`src/rtl/i2c_mon_pkg.sv`:
```
package i2c_mon_pkg;
  localparam int unsigned REG_W       = 4;
  localparam int unsigned BIT_ENABLE  = 0;
  localparam int unsigned BIT_RELEASE = 1;
  localparam int unsigned BIT_STEN    = 2;
  localparam int unsigned BIT_RESV    = 3;

  typedef struct packed {
    logic start_evt;
    logic stop_evt;
    logic scl_rise;
  } bus_evt_t;

  typedef struct packed {
    logic ninth_rise;
    logic next_first;
    logic addr_first;
    logic post_addr_first;
  } byte_evt_t;
endpackage

```
`src/rtl/i2c_line_sync.sv`:
```
module i2c_line_sync #(
  parameter int unsigned WIDTH  = 2,
  parameter int unsigned STAGES = 2
) (
  input  logic             clk,
  input  logic             rst,
  input  logic [WIDTH-1:0] din,
  output logic [WIDTH-1:0] dout
);
  for (genvar g = 0; g < WIDTH; g++) begin : g_line
    logic [STAGES-1:0] chain_q;
    always_ff @(posedge clk) begin
      if (rst) chain_q <= '1;
      else     chain_q <= {chain_q[STAGES-2:0], din[g]};
    end
    assign dout[g] = chain_q[STAGES-1];
  end
endmodule

```
`src/rtl/i2c_cond_detect.sv`:
```
module i2c_cond_detect
  import i2c_mon_pkg::*;
(
  input  logic     clk,
  input  logic     rst,
  input  logic     scl,
  input  logic     sda,
  output bus_evt_t evt
);
  logic scl_q, sda_q;

  always_ff @(posedge clk) begin
    if (rst) begin
      scl_q <= 1'b1;
      sda_q <= 1'b1;
    end else begin
      scl_q <= scl;
      sda_q <= sda;
    end
  end

  always_comb begin
    evt.start_evt = scl & scl_q & sda_q & ~sda;
    evt.stop_evt  = scl & scl_q & ~sda_q & sda;
    evt.scl_rise  = scl & ~scl_q;
  end
endmodule

```
`src/rtl/i2c_byte_tracker.sv`:
```
module i2c_byte_tracker
  import i2c_mon_pkg::*;
#(
  parameter int unsigned DATA_BITS = 8
) (
  input  logic      clk,
  input  logic      rst,
  input  logic      en,
  input  bus_evt_t  evt,
  output byte_evt_t bev,
  output logic [$clog2(DATA_BITS+2)-1:0] cnt
);
  localparam int unsigned SLOTS = DATA_BITS + 1;
  localparam int unsigned CW    = $clog2(DATA_BITS + 2);
  localparam logic [CW-1:0] LAST = CW'(SLOTS);
  localparam logic [CW-1:0] PREV = CW'(SLOTS - 1);

  logic [CW-1:0] cnt_q;
  logic          frame_q;
  logic          addr_q;
  logic          rise_in;

  assign rise_in = evt.scl_rise & frame_q;

  always_ff @(posedge clk) begin
    if (rst || !en || evt.stop_evt) begin
      cnt_q   <= '0;
      frame_q <= 1'b0;
      addr_q  <= 1'b0;
    end else if (evt.start_evt) begin
      cnt_q   <= '0;
      frame_q <= 1'b1;
      addr_q  <= 1'b1;
    end else if (rise_in) begin
      if (cnt_q == LAST) begin
        cnt_q  <= CW'(1);
        addr_q <= 1'b0;
      end else begin
        cnt_q <= cnt_q + CW'(1);
      end
    end
  end

  always_comb begin
    bev.ninth_rise      = rise_in && (cnt_q == PREV);
    bev.next_first      = rise_in && (cnt_q == LAST);
    bev.addr_first      = rise_in && (cnt_q == '0);
    bev.post_addr_first = bev.next_first && addr_q;
  end

  assign cnt = cnt_q;
endmodule

```
`src/rtl/i2c_status_flags.sv`:
```
module i2c_status_flags
  import i2c_mon_pkg::*;
(
  input  logic      clk,
  input  logic      rst,
  input  logic      en,
  input  logic      en_rise,
  input  logic      release_p,
  input  logic      start_en,
  input  logic      sda,
  input  bus_evt_t  evt,
  input  byte_evt_t bev,
  output logic      f_start,
  output logic      f_stop,
  output logic      f_ack,
  output logic      f_busy
);
  logic pend_q;

  always_ff @(posedge clk) begin
    if (rst || !en) begin
      f_start <= 1'b0;
      f_stop  <= 1'b0;
      f_ack   <= 1'b0;
      f_busy  <= 1'b0;
      pend_q  <= 1'b0;
    end else begin
      if (en_rise) f_busy <= ~start_en;
      if (evt.start_evt) begin
        f_start <= 1'b1;
        f_busy  <= 1'b1;
        pend_q  <= 1'b1;
      end
      if (evt.stop_evt) begin
        f_stop  <= 1'b1;
        f_start <= 1'b0;
        f_ack   <= 1'b0;
        f_busy  <= 1'b0;
        pend_q  <= 1'b0;
      end
      if (bev.ninth_rise && !sda) f_ack <= 1'b1;
      if (bev.next_first)          f_ack <= 1'b0;
      if (bev.post_addr_first)     f_start <= 1'b0;
      if (bev.addr_first && pend_q) begin
        f_stop <= 1'b0;
        pend_q <= 1'b0;
      end
      if (release_p) begin
        f_start <= 1'b0;
        f_ack   <= 1'b0;
      end
    end
  end
endmodule

```
`src/rtl/i2c_cond_monitor.sv`:
```
module i2c_cond_monitor
  import i2c_mon_pkg::*;
#(
  parameter int unsigned DATA_BITS   = 8,
  parameter int unsigned SYNC_STAGES = 2
) (
  input  logic             clk,
  input  logic             rst,
  input  logic             scl_in,
  input  logic             sda_in,
  input  logic             reg_we,
  input  logic [REG_W-1:0] reg_wdata,
  output logic             st_start,
  output logic             st_stop,
  output logic             st_ack,
  output logic             st_busy,
  output logic             st_enable,
  output logic             cfg_start_en,
  output logic             cfg_resv
);
  localparam int unsigned CW = $clog2(DATA_BITS + 2);

  logic [1:0]    line_s;
  bus_evt_t      evt;
  byte_evt_t     bev;
  logic [CW-1:0] bit_cnt;
  logic          en_q, en_d, sten_q, resv_q, rel_q;

  i2c_line_sync #(.WIDTH(2), .STAGES(SYNC_STAGES)) u_sync (
    .clk(clk), .rst(rst), .din({scl_in, sda_in}), .dout(line_s)
  );

  i2c_cond_detect u_det (
    .clk(clk), .rst(rst), .scl(line_s[1]), .sda(line_s[0]), .evt(evt)
  );

  i2c_byte_tracker #(.DATA_BITS(DATA_BITS)) u_track (
    .clk(clk), .rst(rst), .en(en_q), .evt(evt), .bev(bev), .cnt(bit_cnt)
  );

  always_ff @(posedge clk) begin
    if (rst) begin
      en_q   <= 1'b0;
      en_d   <= 1'b0;
      sten_q <= 1'b0;
      resv_q <= 1'b0;
      rel_q  <= 1'b0;
    end else begin
      en_d  <= en_q;
      rel_q <= reg_we & reg_wdata[BIT_RELEASE];
      if (reg_we) begin
        en_q <= reg_wdata[BIT_ENABLE];
        if (!en_q) begin
          sten_q <= reg_wdata[BIT_STEN];
          resv_q <= reg_wdata[BIT_RESV];
        end
      end
    end
  end

  i2c_status_flags u_flags (
    .clk(clk), .rst(rst), .en(en_q), .en_rise(en_q & ~en_d),
    .release_p(rel_q), .start_en(sten_q), .sda(line_s[0]),
    .evt(evt), .bev(bev),
    .f_start(st_start), .f_stop(st_stop), .f_ack(st_ack), .f_busy(st_busy)
  );

  assign st_enable    = en_q;
  assign cfg_start_en = sten_q;
  assign cfg_resv     = resv_q;
endmodule

```
`config.mk`:
```
export PLATFORM = sky130hd
export DESIGN_NAME = i2c_cond_monitor
export DESIGN_NICKNAME = d
export VERILOG_FILES = /design/src/rtl/i2c_mon_pkg.sv /design/src/rtl/i2c_line_sync.sv /design/src/rtl/i2c_cond_detect.sv /design/src/rtl/i2c_byte_tracker.sv /design/src/rtl/i2c_status_flags.sv /design/src/rtl/i2c_cond_monitor.sv
export SDC_FILE = /design/constraint.sdc
export NUM_CORES = 1
export LEC_CHECK = 0
export ABC_AREA = 1
export BUFFER_PORTS_ARGS = -buffer_cell sky130_fd_sc_hd__buf_2
export CORE_UTILIZATION = 53
export CTS_CLUSTER_DIAMETER = 200
export CTS_CLUSTER_SIZE = 25
export DETAILED_ROUTE_END_ITERATION = 6
export PLACE_DENSITY_LB_ADDON = 0.2
export SYNTH_ARGS = -nofsm -noshare
export SYNTH_HDL_FRONTEND = slang
export SYNTH_HIERARCHICAL = 1
export SYNTH_SLANG_ARGS = --single-unit
```
`constraint.sdc`:
```
create_clock -name clk -period 1.5 [get_ports clk]
set_input_delay 0.45 -clock clk [delete_from_list [all_inputs] [get_ports clk]]
set_output_delay 0.45 -clock clk [all_outputs]
set_load 0.05 [all_outputs]
```
# [Yosys cells after proc, flatten, opt, wreduce, memory -nomap -nowiden]
# Cells that the tools add are included.
[op_classes] n_reduce_logical=23 n_addsub=1 eq_ne=2 n_mux=8 bitwise_logic=15
[op_table] operator="bitwise AND 1 bit" n=9
[op_table] operator="== test 4 bit, second input constant" n=2
[op_table] operator="nonzero test 2 bit" n=4
[op_table] operator="two-way mux 1 bit" n=7
[op_table] operator="logical AND 1 bit" n=6
[op_table] operator="inverter 1 bit" n=6
[op_table] operator="OR reduction 2 bit" n=3
[op_table] operator="OR reduction 3 bit" n=2
[op_table] operator="adder 4 x 1 -> 4 bit, second input constant" n=1
[op_table] operator="logical NOT 4 bit" n=1
[op_table] operator="two-way mux 4 bit" n=1
[op_table] operator="AND reduction 2 bit" n=2
[op_table] operator="OR reduction 4 bit" n=1
[op_table] operator="logical NOT 1 bit" n=2
[op_table] operator="logical OR 1 bit" n=2
[totals] inputBits=9 word_cells=66 reg_bits=22 out_inout_bits=7

# [Logic depth before layout (Yosys ltp)]
# Gate-level depths: netlist (run 1).
[depth] ltp_word=6 mapped_depth=10

# [By module]
# Netlist (run 1), hierarchy kept.
[by_module_without_submodules] mod="i2c_byte_tracker" cells_each=51 area_per_inst_um2=325.3 instances=1 seq_area_each_um2=120.1
[by_module_without_submodules] mod="i2c_status_flags" cells_each=34 area_per_inst_um2=220.2 instances=1 seq_area_each_um2=100.1
[by_module_without_submodules] mod="i2c_cond_monitor" cells_each=26 area_per_inst_um2=185.2 instances=1 seq_area_each_um2=100.1
[by_module_without_submodules] mod="i2c_line_sync" cells_each=15 area_per_inst_um2=131.4 instances=1 seq_area_each_um2=80.1
[by_module_without_submodules] mod="i2c_cond_detect" cells_each=14 area_per_inst_um2=85.1 instances=1 seq_area_each_um2=40.0

# [Least setup slack after synthesis (run 1)]
# OpenSTA, ideal clock, no wires.
[synth_path] path_type="register -> register" from="register en_q (netlist: st_enable)" to="register u_flags.f_busy" stages_incl_launch_ff=8 t_arrival_ps=1264 required_ps=1391 setup_ps=109 slack_ps=127 cell_sequence="dfxtp_1 -> inv_1 -> nor2_1 -> inv_1 -> nand2_1 -> nand3_1 -> nand2_1 -> inv_1"
[synth_via] elab_chain_len=3 word_cells_on_any_way=5
[synth_lines] element="from (decl)" line="i2c_cond_monitor.sv:27" source="logic en_q, en_d, sten_q, resv_q, rel_q;"
[synth_lines] element="from (signal assigned)" line="i2c_cond_monitor.sv:52" source="en_q <= reg_wdata[BIT_ENABLE];"
[synth_lines] element="logical NOT 1 bit" line="i2c_status_flags.sv:21" source="if (rst || !en) begin"
[synth_lines] element="logical OR 1 bit" line="i2c_status_flags.sv:21"
[synth_lines] element="OR reduction 2 bit (no source line)"
[synth_lines] element="to (signal assigned)" line="i2c_status_flags.sv:28" source="if (en_rise) f_busy <= ~start_en;"
[synth_lines] element="to (decl)" line="i2c_status_flags.sv:16" source="output logic f_busy"
# Several ways; a longest one is shown, not always the timed one.
# A chain may end at the register's enable or synchronous reset.

# [Worst setup path in the final report (run 1)]
[layout_path] from="register en_q (netlist: st_enable)" to="output port st_enable"
[layout_rtl] element="to (decl)" line="i2c_cond_monitor.sv:17" source="output logic st_enable,"
# No word-level cell between the ends.

==> impl_metrics.yaml, run 1 <==
status:
  status: "finished, final reports clean"
power_and_ir_drop:
  peakVddDrop_v: 0.0007358
  power.switching_uw: 257.4
  swShare_pct: 22.11
  powerDensity_nw_per_um2: 1050
  power.total_uw: 1164
  power.share.sequential_pct: 52.5
  power.internal_uw: 906.9
  leakagePower_uw: 0.0005625
  combPwrFrac_pct: 9.2
  clock_power_share_pct: 38.3
clock_network:
  hold_buffers: 0
  cts-root-buf: "clkbuf_4"
  cts_setup_buffers: 0
  numCtsBuffers: 3
  clk_pin_slew_ns: 0.12
  cts_buffer_depth: 2
  clock_sinks: 22
  tritoncts: "yes"
  clock_latency_ns: 0.30
  h-tree-depth: 1
global_route:
  grt_pass1_vias: 725
  grt_pass1_wl_um: 2766
  antenna_found_initial: 0
  grtUsageTotal_pct: 18.91
  grt-ovfl-total: 0
  grt_max_degree: 14
critical_path:
  crit_chain: "buf_4"
  start_kind: "flop"
  path_max_fanout: 7
  path_buf_inv: 1
  cpMaxStageDelayCell: "dfxtp_2"
  crit_family: "flip-flops"
  crit_required_ns: 1.05
  critPathKind: "flop to output port"
  end_kind: "output port"
  cp.arrival_ns: 0.93
  cpPeakStageDelay_ns: 0.41
cells_and_area:
  seq_area_um2: 441.7
  area_growth_pct: 17.04
  antenna_cells: 0
  nNetsFinal: 169
  fillCellCount: 137
  final_common_cell: "inv_1"
  multi_input_area_um2: 364.1
  layoutNonFillerInstCount: 183
  final_cell_mix: "inv_1, nor2_1, nand2_1"
  drive_above_1_share_pct: 20.13
  final_area_um2: 1109
synthesis:
  ys_seq_area_share_pct: 46.50
  syn_area_per_cell_um2: 6.765
  ys.warnings.count: 6
  synth_cells: 140
  synth_seq_cells: 22
  syn_nets: 149
  syn-cell-area_um2: 947.2
  yosysUniqueCellTypes: 15
die:
  die-area_um2: 1960
  die_w_um: 44.28
  boundaryPins: 16
  placementRows: 14
  start_util_pct: 59.42
  die_y_um: 44.28
  coreArea_um2: 1594
routing:
  routedWlPerCell_um: 8.443
  met3_length_um: 53
  routed_wl_um: 1545
  drc: 0
  vias_per_cell: 4.519
  routedLengthMet1_um: 729
  maxUsedRoutingLayer: "met4"
  vias: 827
  drt-initial-drc-count: 15
  dr.pass1.iters: 4
  route.met2.wl_um: 748
  detail-route-antenna-nets: 0
placed_design:
  dp_hpwl_um: 1226
  port_buffers: 15
  placed_area_um2: 1052
  gp_congestion: 0.8807
  dp_cells: 179
timing:
  slew_viol_final: 0
  max_slew_margin_pct: 84.54
  worst_pin_slew_ns: 0.2297
  hold_viol: 0
  worst_hold_slack_ns: 0.3113
  rsz0062_at_grt: "no"
  clock.fmax_ghz: 0.7235
  setup_viol: 0
  finalCritPeriodShare_pct: 92.14
  period_minus_slack_ns: 1.382
  finalClockSkew_ns: 0.003943
  tns_ns: 0
hold_path:
  hp-class: "input pin to flop"
flow_run:
  drv.max_cap_violation_count: 0
-- layer usage --
| metal | up-vias | global-route usage, % |
|---|---|---|
| met4 | 0 | 5.455 |
| li1 | 447 | - |
| met5 | - | 0 |
| met1 | 361 | 23.14 |
| met3 | 2 | 4.898 |
| met2 | 17 | 32.65 |
-- path summary, 6_finish.rpt --
kind / endpoint / cells after the start / startpoint / slack, ns
max reg2reg: u_flags/f_start / 9 / u_sync/g_line[1].chain_q[1] / 0.19
min reg2reg: u_sync/g_line[0].chain_q[1] / 2 / u_sync/g_line[0].chain_q[0] / 0.43
max: st_enable / 1 / st_enable / 0.12
min: u_sync/g_line[0].chain_q[0] / 3 / sda_in / 0.31
-- cell type report --
cell class	instances	area share, %
inverters	34	11.51
clock inverters	1	2.709
clock buffers	3	2.032
flip-flops and latches	22	39.84
multi-input cells	82	32.84
repair buffers	17	8.352
well taps	24	2.709
-- cell families (layout without fill, tap and decap cells) --
family | Yosys count | in the layout | share of synthesized area (%)
flops | 22 | 22 | 46.50
buf+inv | 36 | 55 | 15.06
simple gates | 70 | 70 | 32.10
compound gates | 12 | 12 | 6.340
-- power groups by stage --
stage	Sequential, uW	Clock [uW]	Combinational, uW
floorplan	648	0	51.7
CTS	612	461	107
detailed placement	625	0	106
finish	612	446	107
global route	615	484	120
global placement	624	0	104
-- cells in the mapped netlist --
cell / instances / area share [%]
a21oi_1: 5 / 2.6
nand3_1: 6 / 3.2
nand3_2: 1 / 1.1
nor2_2: 3 / 2.0
inv_1: 32 / 13
nor3_1: 2 / 1.1
nor2_1: 27 / 11
inv_2: 2 / 0.79
buf_4: 2 / 1.6
nor4_1: 1 / 0.66
nor2_4: 1 / 1.2
nand2_1: 26 / 10
nand2_2: 3 / 2.0
o21ai_0: 7 / 3.7
dfxtp_1: 22 / 46
-- tightest hold or removal path: cells and delay by family --
family,cells,cell delay [ns]
simple gates,1,0.04
buf+inv,2,0.10
-- through the flow --
stage	setup slack (ns)	util, %
after floorplan	0.1275	-
after global placement	0.2722	66.01
after detailed placement	0.2286	66.01
after CTS	0.01165	69.47
after global routing	0.04317	69.54
final	0.1179	69.54
-- repair_timing --
item,in CTS,in global routing
endpoints found under the hold margin,0,0
endpoints found under the setup margin,1,1
pin swaps,0,0
gates resized for setup,1,1
No activity file was read; power rests on OpenSTA's default activity.
==> run 2: changes to the inputs <==
==> constraint.sdc (replaced) <==
create_clock -name clk -period 1.5 [get_ports clk]
set_input_delay 0.3 -clock clk [delete_from_list [all_inputs] [get_ports clk]]
set_output_delay 0.3 -clock clk [all_outputs]
set_load 0.05 [all_outputs]
==> run 2 against run 1 <==
Compared with the run above:
- combinational power about the same
- register-to-register slack got worse by 0.02 ns
- utilization down 1.3 points
- sequential share of layout area is 0.62 points higher
- clock skew down 0.0017 ns
- non-clock buffer count unchanged
- via count decreased by 0.73%
- hold slack got worse by 0.14 ns
- flip-flop and latch count unchanged
- fmax rose by 0.28%
- clock-buffer cell count grew 1
- sequential power hardly changed
- critical endpoint unchanged
==> impl_metrics.yaml, run 2 (same netlist as run 1, synthesis figures left out) <==
status:
  status: "finished, final reports clean"
critical_path:
  reg2reg_slack_ns: 0.17
  cpPeakStageDelay_ns: 0.47
  crit_cells: 1
  critPathKind: "flop to output port"
  start_kind: "flop"
  path_buf_inv: 1
  crit_family: "flip-flops"
  worst_r2r_endpoint: "u_flags/f_start"
  r2r-start: "u_sync/g_line[1].chain_q[1]"
  r2r_cells: 9
  path_max_fanout: 7
  cpMaxStageDelayCell: "dfxtp_1"
  end_kind: "output port"
  crit_required_ns: 1.20
  crit_chain: "buf_2"
  cp.arrival_ns: 1.08
die:
  coreArea_um2: 1594
  die-area_um2: 1960
  die_y_um: 44.28
  boundaryPins: 16
  die_w_um: 44.28
  placementRows: 14
  start_util_pct: 59.42
routing:
  routedWlPerCell_um: 8.514
  vias_per_cell: 4.486
  detail-route-antenna-nets: 0
  drt-initial-drc-count: 23
  dr.pass1.iters: 4
  vias: 821
  drc: 0
  routed_wl_um: 1558
global_route:
  grt-ovfl-total: 0
  grt_max_degree: 13
  grtUsageTotal_pct: 18.10
  grt_pass1_vias: 670
  grt_pass1_wl_um: 2635
  antenna_found_initial: 0
clock_network:
  h-tree-depth: 1
  clk_pin_slew_ns: 0.12
  cts_resized: 0
  clock_latency_ns: 0.30
  clock_sinks: 22
  hold_buffers: 0
  numCtsBuffers: 3
  cts_buffer_depth: 2
  cts-root-buf: "clkbuf_4"
  tritoncts: "yes"
  cts_setup_buffers: 0
cells_and_area:
  drive_above_1_share_pct: 19.50
  area_growth_pct: 14.93
  final_cell_mix: "inv_1, nor2_1, nand2_1"
  final_common_cell: "inv_1"
  nNetsFinal: 169
  antenna_cells: 0
hold_path:
  min_to: "u_sync/g_line[0].chain_q[0]"
  holdCritStartpoint: "sda_in"
  whs_path_depth: 3
  hp-class: "input pin to flop"
timing:
  clock.fmax_ghz: 0.7255
  slew_viol_final: 0
  finalCritPeriodShare_pct: 91.89
  hold_viol: 0
  setup_viol: 0
  worst_pin_slew_ns: 0.2463
  period_minus_slack_ns: 1.378
  tns_ns: 0
  worst_hold_slack_ns: 0.1666
  finalClockSkew_ns: 0.002251
  max_slew_margin_pct: 83.43
  rsz0062_at_grt: "no"
placed_design:
  port_buffers: 15
  dp_hpwl_um: 1207
  gp_congestion: 0.8872
power_and_ir_drop:
  leakagePower_uw: 0.0005550
  powerDensity_nw_per_um2: 949.5
  peakVddDrop_v: 0.0007291
flow_run:
  drv.max_cap_violation_count: 0
## run 2: metal layers
layer / track usage, % / part of all wire [%]
met5: 0 / 0
met3: 3.673 / 2.5
met2: 30.00 / 46
met1: 22.96 / 51
met4: 7.273 / 0.64
## run 2: per-stage QoR
| stage | setup WS [ns] | instances | cell area (um^2) | power (uW) | utilization (%) |
|---|---|---|---|---|---|
| after CTS | 0.1066 | 183 | 1089 | 1041 | 68.29 |
| after floorplan | 0.1275 | 140 | 947.2 | 699.6 | - |
| final | 0.1217 | 183 | 1089 | 1034 | 68.29 |
| after detailed placement | 0.2089 | 179 | 1052 | 730.0 | 66.01 |
| after global routing | 0.02702 | 183 | 1089 | 1085 | 68.29 |
| after global placement | 0.2912 | 179 | 1052 | 727.5 | 66.01 |
## run 2: worst max path at each step
stage | from | end | slack (ns)
finish | st_enable | st_enable | 0.12
global route | u_sync/g_line[1].chain_q[1] | u_flags/f_start | 0.03
CTS | st_enable | st_enable | 0.11
detailed placement | u_sync/g_line[1].chain_q[1] | u_flags/f_start | 0.21
global placement | u_sync/g_line[1].chain_q[1] | u_flags/f_start | 0.29
floorplan | st_enable | u_flags/f_busy | 0.13
## run 2: area by class of cell
type	instances	area (um^2)
inverters	34	127.6
multi-input cells	82	364.1
flip-flops and latches	22	440.4
fillers	139	505.5
repair buffers	17	90.09
well taps	24	30.03
clock buffers	4	36.28
## run 2: where the power goes
| group | internal [uW] | leakage (uW) | switching, uW |
|---|---|---|---|
| Clock | 148 | 0.0000210 | 170 |
| Combinational | 34.4 | 0.000354 | 70.4 |
| Sequential | 601 | 0.000180 | 10.2 |
| Total | 783 | 0.000555 | 250 |
